[config.mk]
export PLATFORM = sky130hd
export DESIGN_NAME = soft_tlb
export DESIGN_NICKNAME = d
export VERILOG_FILES = /design/src/rtl/soft_tlb_pkg.sv /design/src/rtl/tlb_slot_array.sv /design/src/rtl/tlb_victim_ptr.sv /design/src/rtl/tlb_frame_book.sv /design/src/rtl/soft_tlb.sv
export SDC_FILE = /design/constraint.sdc
export NUM_CORES = 1
export LEC_CHECK = 0
export CORE_UTILIZATION = 30
export DETAILED_ROUTE_END_ITERATION = 8
export PLACE_DENSITY = 0.5
export SETUP_SLACK_MARGIN = 0.3
export SYNTH_ARGS = -nofsm -noshare
export SYNTH_HDL_FRONTEND = slang
export SYNTH_HIERARCHICAL = 1
export SYNTH_SLANG_ARGS = --single-unit
[constraint.sdc]
create_clock -name clk -period 4.4 [get_ports clk]
set_input_delay 0.88 -clock clk [delete_from_list [all_inputs] [get_ports clk]]
set_output_delay 0.88 -clock clk [all_outputs]
set_load 0.02 [all_outputs]
[src/rtl/soft_tlb_pkg.sv]
package soft_tlb_pkg;
  typedef enum logic [1:0] {
    CAUSE_OK    = 2'b00,
    CAUSE_MISS  = 2'b01,
    CAUSE_WPROT = 2'b10
  } cause_e;

  typedef enum logic [1:0] {
    OP_NONE  = 2'b00,
    OP_FILL  = 2'b01,
    OP_UPGR  = 2'b10,
    OP_INVAL = 2'b11
  } op_e;
endpackage

[src/rtl/tlb_slot_array.sv]
module tlb_slot_array #(
  parameter int ENTRIES = 8,
  parameter int VPN_W   = 20,
  parameter int PFN_W   = 5,
  localparam int IDX_W  = (ENTRIES > 1) ? $clog2(ENTRIES) : 1
) (
  input  logic             clk,
  input  logic             rst_n,
  input  logic [VPN_W-1:0] lk_vpn,
  output logic             lk_hit,
  output logic [PFN_W-1:0] lk_pfn,
  output logic             lk_writable,
  input  logic             cmd_valid,
  input  logic [1:0]       cmd_op,
  input  logic [VPN_W-1:0] cmd_vpn,
  input  logic [PFN_W-1:0] cmd_pfn,
  input  logic             cmd_writable,
  input  logic [IDX_W-1:0] victim_idx,
  output logic             cmd_hit,
  output logic [PFN_W-1:0] cmd_hit_pfn,
  output logic             take_victim
);
  import soft_tlb_pkg::*;

  logic [ENTRIES-1:0] slot_valid;
  logic [ENTRIES-1:0] slot_wr;
  logic [VPN_W-1:0]   slot_vpn [ENTRIES];
  logic [PFN_W-1:0]   slot_pfn [ENTRIES];
  logic [ENTRIES-1:0] lk_match;
  logic [ENTRIES-1:0] cm_match;
  logic [IDX_W-1:0]   cm_idx;
  logic [IDX_W-1:0]   fill_idx;
  logic               is_fill;

  assign is_fill = cmd_valid && (cmd_op == OP_FILL);

  always_comb begin
    lk_hit      = |lk_match;
    lk_pfn      = '0;
    lk_writable = 1'b0;
    for (int i = 0; i < ENTRIES; i++) begin
      if (lk_match[i]) begin
        lk_pfn      = lk_pfn | slot_pfn[i];
        lk_writable = lk_writable | slot_wr[i];
      end
    end
  end

  always_comb begin
    cmd_hit     = |cm_match;
    cm_idx      = '0;
    cmd_hit_pfn = '0;
    for (int i = ENTRIES - 1; i >= 0; i--) begin
      if (cm_match[i]) begin
        cm_idx      = IDX_W'(i);
        cmd_hit_pfn = slot_pfn[i];
      end
    end
  end

  assign fill_idx    = cmd_hit ? cm_idx : victim_idx;
  assign take_victim = is_fill && !cmd_hit;

  for (genvar g = 0; g < ENTRIES; g++) begin : g_slot
    assign lk_match[g] = slot_valid[g] && (slot_vpn[g] == lk_vpn);
    assign cm_match[g] = slot_valid[g] && (slot_vpn[g] == cmd_vpn);

    always_ff @(posedge clk or negedge rst_n) begin
      if (!rst_n) begin
        slot_valid[g] <= 1'b0;
        slot_wr[g]    <= 1'b0;
        slot_vpn[g]   <= '0;
        slot_pfn[g]   <= '0;
      end else if (cmd_valid) begin
        unique case (cmd_op)
          OP_FILL: begin
            if (fill_idx == IDX_W'(g)) begin
              slot_valid[g] <= 1'b1;
              slot_wr[g]    <= cmd_writable;
              slot_vpn[g]   <= cmd_vpn;
              slot_pfn[g]   <= cmd_pfn;
            end
          end
          OP_UPGR: begin
            if (cm_match[g]) slot_wr[g] <= 1'b1;
          end
          OP_INVAL: begin
            if (cm_match[g]) slot_valid[g] <= 1'b0;
          end
          default: ;
        endcase
      end
    end
  end
endmodule

[src/rtl/tlb_victim_ptr.sv]
module tlb_victim_ptr #(
  parameter int ENTRIES = 8,
  localparam int IDX_W  = (ENTRIES > 1) ? $clog2(ENTRIES) : 1
) (
  input  logic             clk,
  input  logic             rst_n,
  input  logic             advance,
  output logic [IDX_W-1:0] victim_idx
);
  localparam logic [IDX_W-1:0] LAST = IDX_W'(ENTRIES - 1);

  always_ff @(posedge clk or negedge rst_n) begin
    if (!rst_n)       victim_idx <= '0;
    else if (advance) victim_idx <= (victim_idx == LAST) ? '0 : victim_idx + 1'b1;
  end
endmodule

[src/rtl/tlb_frame_book.sv]
module tlb_frame_book #(
  parameter int PFN_W   = 5,
  localparam int FRAMES = 1 << PFN_W
) (
  input  logic              clk,
  input  logic              rst_n,
  input  logic              mark_en,
  input  logic [PFN_W-1:0]  mark_pfn,
  input  logic              mark_dirty,
  output logic [FRAMES-1:0] dirty,
  output logic [FRAMES-1:0] used
);
  always_ff @(posedge clk or negedge rst_n) begin
    if (!rst_n) begin
      dirty <= '0;
      used  <= '0;
    end else if (mark_en) begin
      used[mark_pfn] <= 1'b1;
      if (mark_dirty) dirty[mark_pfn] <= 1'b1;
    end
  end
endmodule

[src/rtl/soft_tlb.sv]
module soft_tlb #(
  parameter int ENTRIES = 8,
  parameter int VPN_W   = 20,
  parameter int PFN_W   = 5
) (
  input  logic                    clk,
  input  logic                    rst_n,
  input  logic                    req_valid,
  output logic                    req_ready,
  input  logic [VPN_W-1:0]        req_vpn,
  input  logic                    req_write,
  output logic                    rsp_valid,
  input  logic                    rsp_ready,
  output logic [1:0]              rsp_cause,
  output logic [PFN_W-1:0]        rsp_pfn,
  input  logic                    cmd_valid,
  input  logic [1:0]              cmd_op,
  input  logic [VPN_W-1:0]        cmd_vpn,
  input  logic [PFN_W-1:0]        cmd_pfn,
  input  logic                    cmd_writable,
  output logic [(1<<PFN_W)-1:0]   frame_dirty,
  output logic [(1<<PFN_W)-1:0]   frame_used
);
  import soft_tlb_pkg::*;

  localparam int IDX_W = (ENTRIES > 1) ? $clog2(ENTRIES) : 1;

  logic             lk_hit, lk_writable;
  logic [PFN_W-1:0] lk_pfn;
  logic             cmd_hit, take_victim;
  logic [PFN_W-1:0] cmd_hit_pfn;
  logic [IDX_W-1:0] victim_idx;
  logic             accept;
  logic             mark_en, mark_dirty;
  logic [PFN_W-1:0] mark_pfn;

  tlb_slot_array #(.ENTRIES(ENTRIES), .VPN_W(VPN_W), .PFN_W(PFN_W)) u_slots (
    .clk         (clk),
    .rst_n       (rst_n),
    .lk_vpn      (req_vpn),
    .lk_hit      (lk_hit),
    .lk_pfn      (lk_pfn),
    .lk_writable (lk_writable),
    .cmd_valid   (cmd_valid),
    .cmd_op      (cmd_op),
    .cmd_vpn     (cmd_vpn),
    .cmd_pfn     (cmd_pfn),
    .cmd_writable(cmd_writable),
    .victim_idx  (victim_idx),
    .cmd_hit     (cmd_hit),
    .cmd_hit_pfn (cmd_hit_pfn),
    .take_victim (take_victim)
  );

  tlb_victim_ptr #(.ENTRIES(ENTRIES)) u_victim (
    .clk       (clk),
    .rst_n     (rst_n),
    .advance   (take_victim),
    .victim_idx(victim_idx)
  );

  always_comb begin
    mark_en    = 1'b0;
    mark_pfn   = cmd_pfn;
    mark_dirty = cmd_writable;
    if (cmd_valid && cmd_op == OP_FILL) begin
      mark_en = 1'b1;
    end else if (cmd_valid && cmd_op == OP_UPGR && cmd_hit) begin
      mark_en    = 1'b1;
      mark_pfn   = cmd_hit_pfn;
      mark_dirty = 1'b1;
    end
  end

  tlb_frame_book #(.PFN_W(PFN_W)) u_book (
    .clk       (clk),
    .rst_n     (rst_n),
    .mark_en   (mark_en),
    .mark_pfn  (mark_pfn),
    .mark_dirty(mark_dirty),
    .dirty     (frame_dirty),
    .used      (frame_used)
  );

  assign req_ready = !rsp_valid || rsp_ready;
  assign accept    = req_valid && req_ready;

  always_ff @(posedge clk or negedge rst_n) begin
    if (!rst_n) begin
      rsp_valid <= 1'b0;
      rsp_cause <= CAUSE_OK;
      rsp_pfn   <= '0;
    end else if (accept) begin
      rsp_valid <= 1'b1;
      if (!lk_hit) begin
        rsp_cause <= CAUSE_MISS;
        rsp_pfn   <= '0;
      end else if (req_write && !lk_writable) begin
        rsp_cause <= CAUSE_WPROT;
        rsp_pfn   <= '0;
      end else begin
        rsp_cause <= CAUSE_OK;
        rsp_pfn   <= lk_pfn;
      end
    end else if (rsp_ready) begin
      rsp_valid <= 1'b0;
    end
  end
endmodule

==> parameters.txt <==
Parameter                              Value

Power
  Share of total power in sequential cells    0.398
  Design internal power    around 8 mW
  Lkg Pwr    9.509 nW
  Worst supply voltage drop on vdd    0.2522 mV
  Pwr/cell area    roughly 560 nW/um^2
  Total power    approximately 12 mW
  Clock network fraction of design power    0.252
  Power dissipated by switching net loads    4.260 mW
  Portion of total power attributed to combinational logic    0.350
  Fraction of power spent switching nets    0.3480

Detailed routing
  Final antenna-violating net count    0
  Drt first pass iters    5
  Drt total wl    around 59000 um
  Via-to-Cell Ratio    ~5
  Post-detailed-route wirelength per cell    around 24 um
  Number of vias after detailed routing    about 13000
  Iteration-0 DRC count of the detailed router    887
  DRC errors left    0

Cells and area
  Nets    roughly 1800
  Area growth syn-to-layout    29.99%
  Ratio of cells with drive above 1 in the final layout    0.3010
  Most common cell after layout, fill and taps aside    sky130_fd_sc_hd__dfrtp_1
  Commonest cells after routing, fill and taps aside    sky130_fd_sc_hd__dfrtp_1 (291), sky130_fd_sc_hd__xnor2_1 (218), sky130_fd_sc_hd__buf_4 (187), sky130_fd_sc_hd__mux2_2 (177), sky130_fd_sc_hd__clkdlybuf4s50_1 (124)
  Final core utilization    0.3945

Global route
  Number of global-route vias before repair    13319
  First-pass GRT wire length    88690 um
  Global router's overall resource usage    0.2113
  Total overflow reported by the global router    0
  Pin count of the biggest net entering global routing    90
  Number of antenna violations at the first check in global routing    1

Timing
  Top achievable clock speed    0.2502 GHz
  Final hold slack    0.3354 ns
  Setup violations, final    0
  Max-slew violation count    0
  Total negative slack for setup checks    0 ns
  Fin worst setup slack    0.4029 ns
  Actual transition at the worst max-transition pin    0.8522 ns
  Max-slew headroom    0.4301
  Clock period minus worst slack    3.997 ns
  Setup repair after global routing missed its margin    true
  Worst Skew    0.02961 ns
  Final Hold Violating Endpoints    0
  Part of the cycle the worst path needs    0.9084

Floorplan
  Row Count    86
  Die width    approximately 240 um
  Die boundary height    238.1 um
  Total core area    approximately 55000 um^2
  Die area    56680 um^2
  Effective utilization at floorplan    0.3035
  Number of top-level pins    127

Logic synthesis
  Largest cells by area after synthesis    sky130_fd_sc_hd__dfrtp_1 (44%), sky130_fd_sc_hd__mux2_2 (12%), sky130_fd_sc_hd__xnor2_1 (12%)
  Count of warnings emitted by yosys    6
  Synth unique cells    77
  Synthesized net count    1523
  Library cell occupying the most area in the post-synthesis netlist    sky130_fd_sc_hd__dfrtp_1
  Async set-reset flop share out of synthesis    1.000
  Post-synth EDFFs    0
  Prevailing post-synth register cell    sky130_fd_sc_hd__dfrtp_1
  Sequential fraction of the synthesis area    0.4356
  Synth top area share    0.4356
  Number of cells produced by synthesis    1464
  Synthesis-stage register bit count    291
  Netlist area before placement    16720 um^2
  Synthesized area per cell    11.42 um^2

Critical path
  Class of the most critical setup path    in -> reg
  WP data arrival    between 4 and 5 ns
  Kind of capture point of the worst setup path    flop
  Crit path max fanout    13
  Element type at the critical path start    input port
  Required time worst endpoint    just under 5 ns

Place
  Pre-CTS WS    -0.3459 ns
  Count of input and output buffers    126
  Global placer's final weighted congestion    approximately 0.94
  Detailed placement HPWL    43530 um

Min path
  Hold Crit Class    in -> async

Clock network
  Number of clock buffers inserted by TritonCTS    36
  Clock Latency Late Sink    0.57 ns
  H-tree levels    2
  CTS tree    yes
  # hold bufs at CTS    0
  Num Clock Sinks    roughly 290
  Root Driver    sky130_fd_sc_hd__clkbuf_16
  Maximum count of clock buffers along a single path    3
  CTS clock-pin slew for the worst setup and hold paths    0.06 ns

Outcome
  Run status    complete, no violations

Job
  Number of violations of the max-capacitance limit    0
==> sequential cells by signal (all words and copies together) (netlist names) <==
register	cells
u_slots/slot_pfn	40
u_slots/slot_vpn	160
rsp_pfn	5
rsp_valid	1
u_victim/victim_idx	3
rsp_cause	2
u_book/dirty	32
u_slots/slot_valid	8
u_book/used	32
u_slots/slot_wr	8
==> per-stage QoR <==
stage / cells / instance area, um^2
4_1_cts: 2508 / 21550
3_3_place_gp: 2445 / 20340
5_1_grt: 2512 / 21730
3_5_place_dp: 2445 / 20340
2_1_floorplan: 1464 / 16720
6_report: 2513 / 21730
==> power groups by stage <==
| stage | logic, mW | registers [mW] | clock network [mW] |
|---|---|---|---|
| after floorplan | 2.79 | 4.62 | 0 |
| after global placement | 4.17 | 4.86 | 0 |
| after detailed placement | 4.21 | 4.88 | 0 |
| after CTS | 4.23 | 4.85 | 3.18 |
| after global routing | 4.62 | 5.01 | 3.29 |
| final | 4.28 | 4.87 | 3.09 |
==> worst paths after layout <==
kind	startpoint	endpoint	slack, ns	depth (start not counted)
min in group clk	u_book/dirty[8]	u_book/dirty[8]	0.45	1
setup reg to reg	u_slots/slot_vpn[149]	u_book/used[9]	0.87	15
hold reg to reg	u_book/dirty[8]	u_book/dirty[8]	0.45	1
setup / recovery	cmd_vpn[16]	u_book/used[9]	0.40	15
hold / removal	rst_n	u_slots/slot_wr[4]	0.34	1
max in group asynchronous	rst_n	u_slots/slot_vpn[53]	2.94	2
==> metal layers <==
layer / GRT usage / vias up / routed length, um
li1: - / 5797 / -
met1: 0.2880 / 6631 / 26470
met2: 0.3425 / 431 / 27640
met3: 0.02406 / 94 / 2983
met4: 0.08217 / 0 / 2163
met5: 0 / - / 0
==> final cells by class <==
type | instances | area [um^2]
fillers | 5474 | 33360
multi-input cells | 1044 | 8901
diodes | 1 | 2.502
repair buffers | 348 | 3332
clock inverters | 13 | 197.7
well taps | 748 | 935.9
inverters | 18 | 67.56
flip-flops and latches | 291 | 7282
clock buffers | 50 | 1013
==> worst max-delay path, stage by stage <==
cell,delay [ns]
sky130_fd_sc_hd__clkdlybuf4s50_1,0.50
sky130_fd_sc_hd__buf_12,0.18
sky130_fd_sc_hd__xnor2_1,0.16
sky130_fd_sc_hd__nand4_1,0.11
sky130_fd_sc_hd__or4_4,0.57
sky130_fd_sc_hd__or2_1,0.29
sky130_fd_sc_hd__and4_1,0.22
sky130_fd_sc_hd__nand2_1,0.10
sky130_fd_sc_hd__nor2b_4,0.18
sky130_fd_sc_hd__nand3_4,0.18
sky130_fd_sc_hd__mux2_4,0.40
sky130_fd_sc_hd__buf_4,0.15
sky130_fd_sc_hd__and3b_1,0.26
sky130_fd_sc_hd__buf_6,0.15
sky130_fd_sc_hd__a21o_1,0.13
==> cells by family (layout without fill, tap and decap cells) <==
kind of cell               after synthesis  after routing  share of synthesized area
AOI/OAI and AO/OA                      181            181                    0.07799
xor gates and xnor gates               320            320                     0.1712
adders and majority gates                5              5                   0.003742
buffers and inverters                  130            429                    0.04101
DFF                                    291            291                     0.4356
muxes                                  221            222                     0.1539
other                                    0              1                          0
and+or+nand+nor                        316            316                     0.1165
==> synthesized netlist by cell type (4+ instances only) <==
library cell / instances
sky130_fd_sc_hd__dfrtp_1: 291
sky130_fd_sc_hd__xnor2_1: 224
sky130_fd_sc_hd__mux2_2: 177
sky130_fd_sc_hd__xor2_1: 88
sky130_fd_sc_hd__nand4_1: 85
sky130_fd_sc_hd__buf_2: 56
sky130_fd_sc_hd__a21o_1: 47
sky130_fd_sc_hd__nor4_1: 42
sky130_fd_sc_hd__nor2_1: 41
sky130_fd_sc_hd__nand3_1: 37
sky130_fd_sc_hd__clkbuf_1: 31
sky130_fd_sc_hd__mux2_4: 25
sky130_fd_sc_hd__a21oi_1: 24
sky130_fd_sc_hd__o21ai_0: 23
sky130_fd_sc_hd__inv_1: 18
sky130_fd_sc_hd__nand2_1: 18
sky130_fd_sc_hd__buf_4: 14
sky130_fd_sc_hd__a22oi_1: 12
sky130_fd_sc_hd__mux2_1: 12
sky130_fd_sc_hd__o21bai_1: 12
sky130_fd_sc_hd__buf_6: 10
sky130_fd_sc_hd__nand2b_1: 10
sky130_fd_sc_hd__a41o_1: 8
sky130_fd_sc_hd__xnor2_2: 8
sky130_fd_sc_hd__a22o_1: 7
sky130_fd_sc_hd__and4_1: 7
sky130_fd_sc_hd__mux2i_1: 7
sky130_fd_sc_hd__nor3_1: 7
sky130_fd_sc_hd__o221ai_1: 7
sky130_fd_sc_hd__a221oi_1: 6
sky130_fd_sc_hd__a31oi_1: 6
sky130_fd_sc_hd__and3_1: 6
sky130_fd_sc_hd__and2_1: 5
sky130_fd_sc_hd__and3b_1: 5
sky130_fd_sc_hd__ha_1: 5
sky130_fd_sc_hd__nand3b_1: 5
sky130_fd_sc_hd__o211ai_1: 5
sky130_fd_sc_hd__nor2b_1: 4
sky130_fd_sc_hd__nor3b_1: 4
sky130_fd_sc_hd__nor3b_2: 4
sky130_fd_sc_hd__o21a_1: 4
sky130_fd_sc_hd__or2_1: 4
sky130_fd_sc_hd__or2_2: 4
==> timing repair <==
action	4_1_cts	5_1_grt
setup endpoints to repair	26	268
buffers inserted	0	2
pin swaps	0	1
gates resized for setup	1	27
gates cloned	0	2
Power figures use the tool's default switching activity.
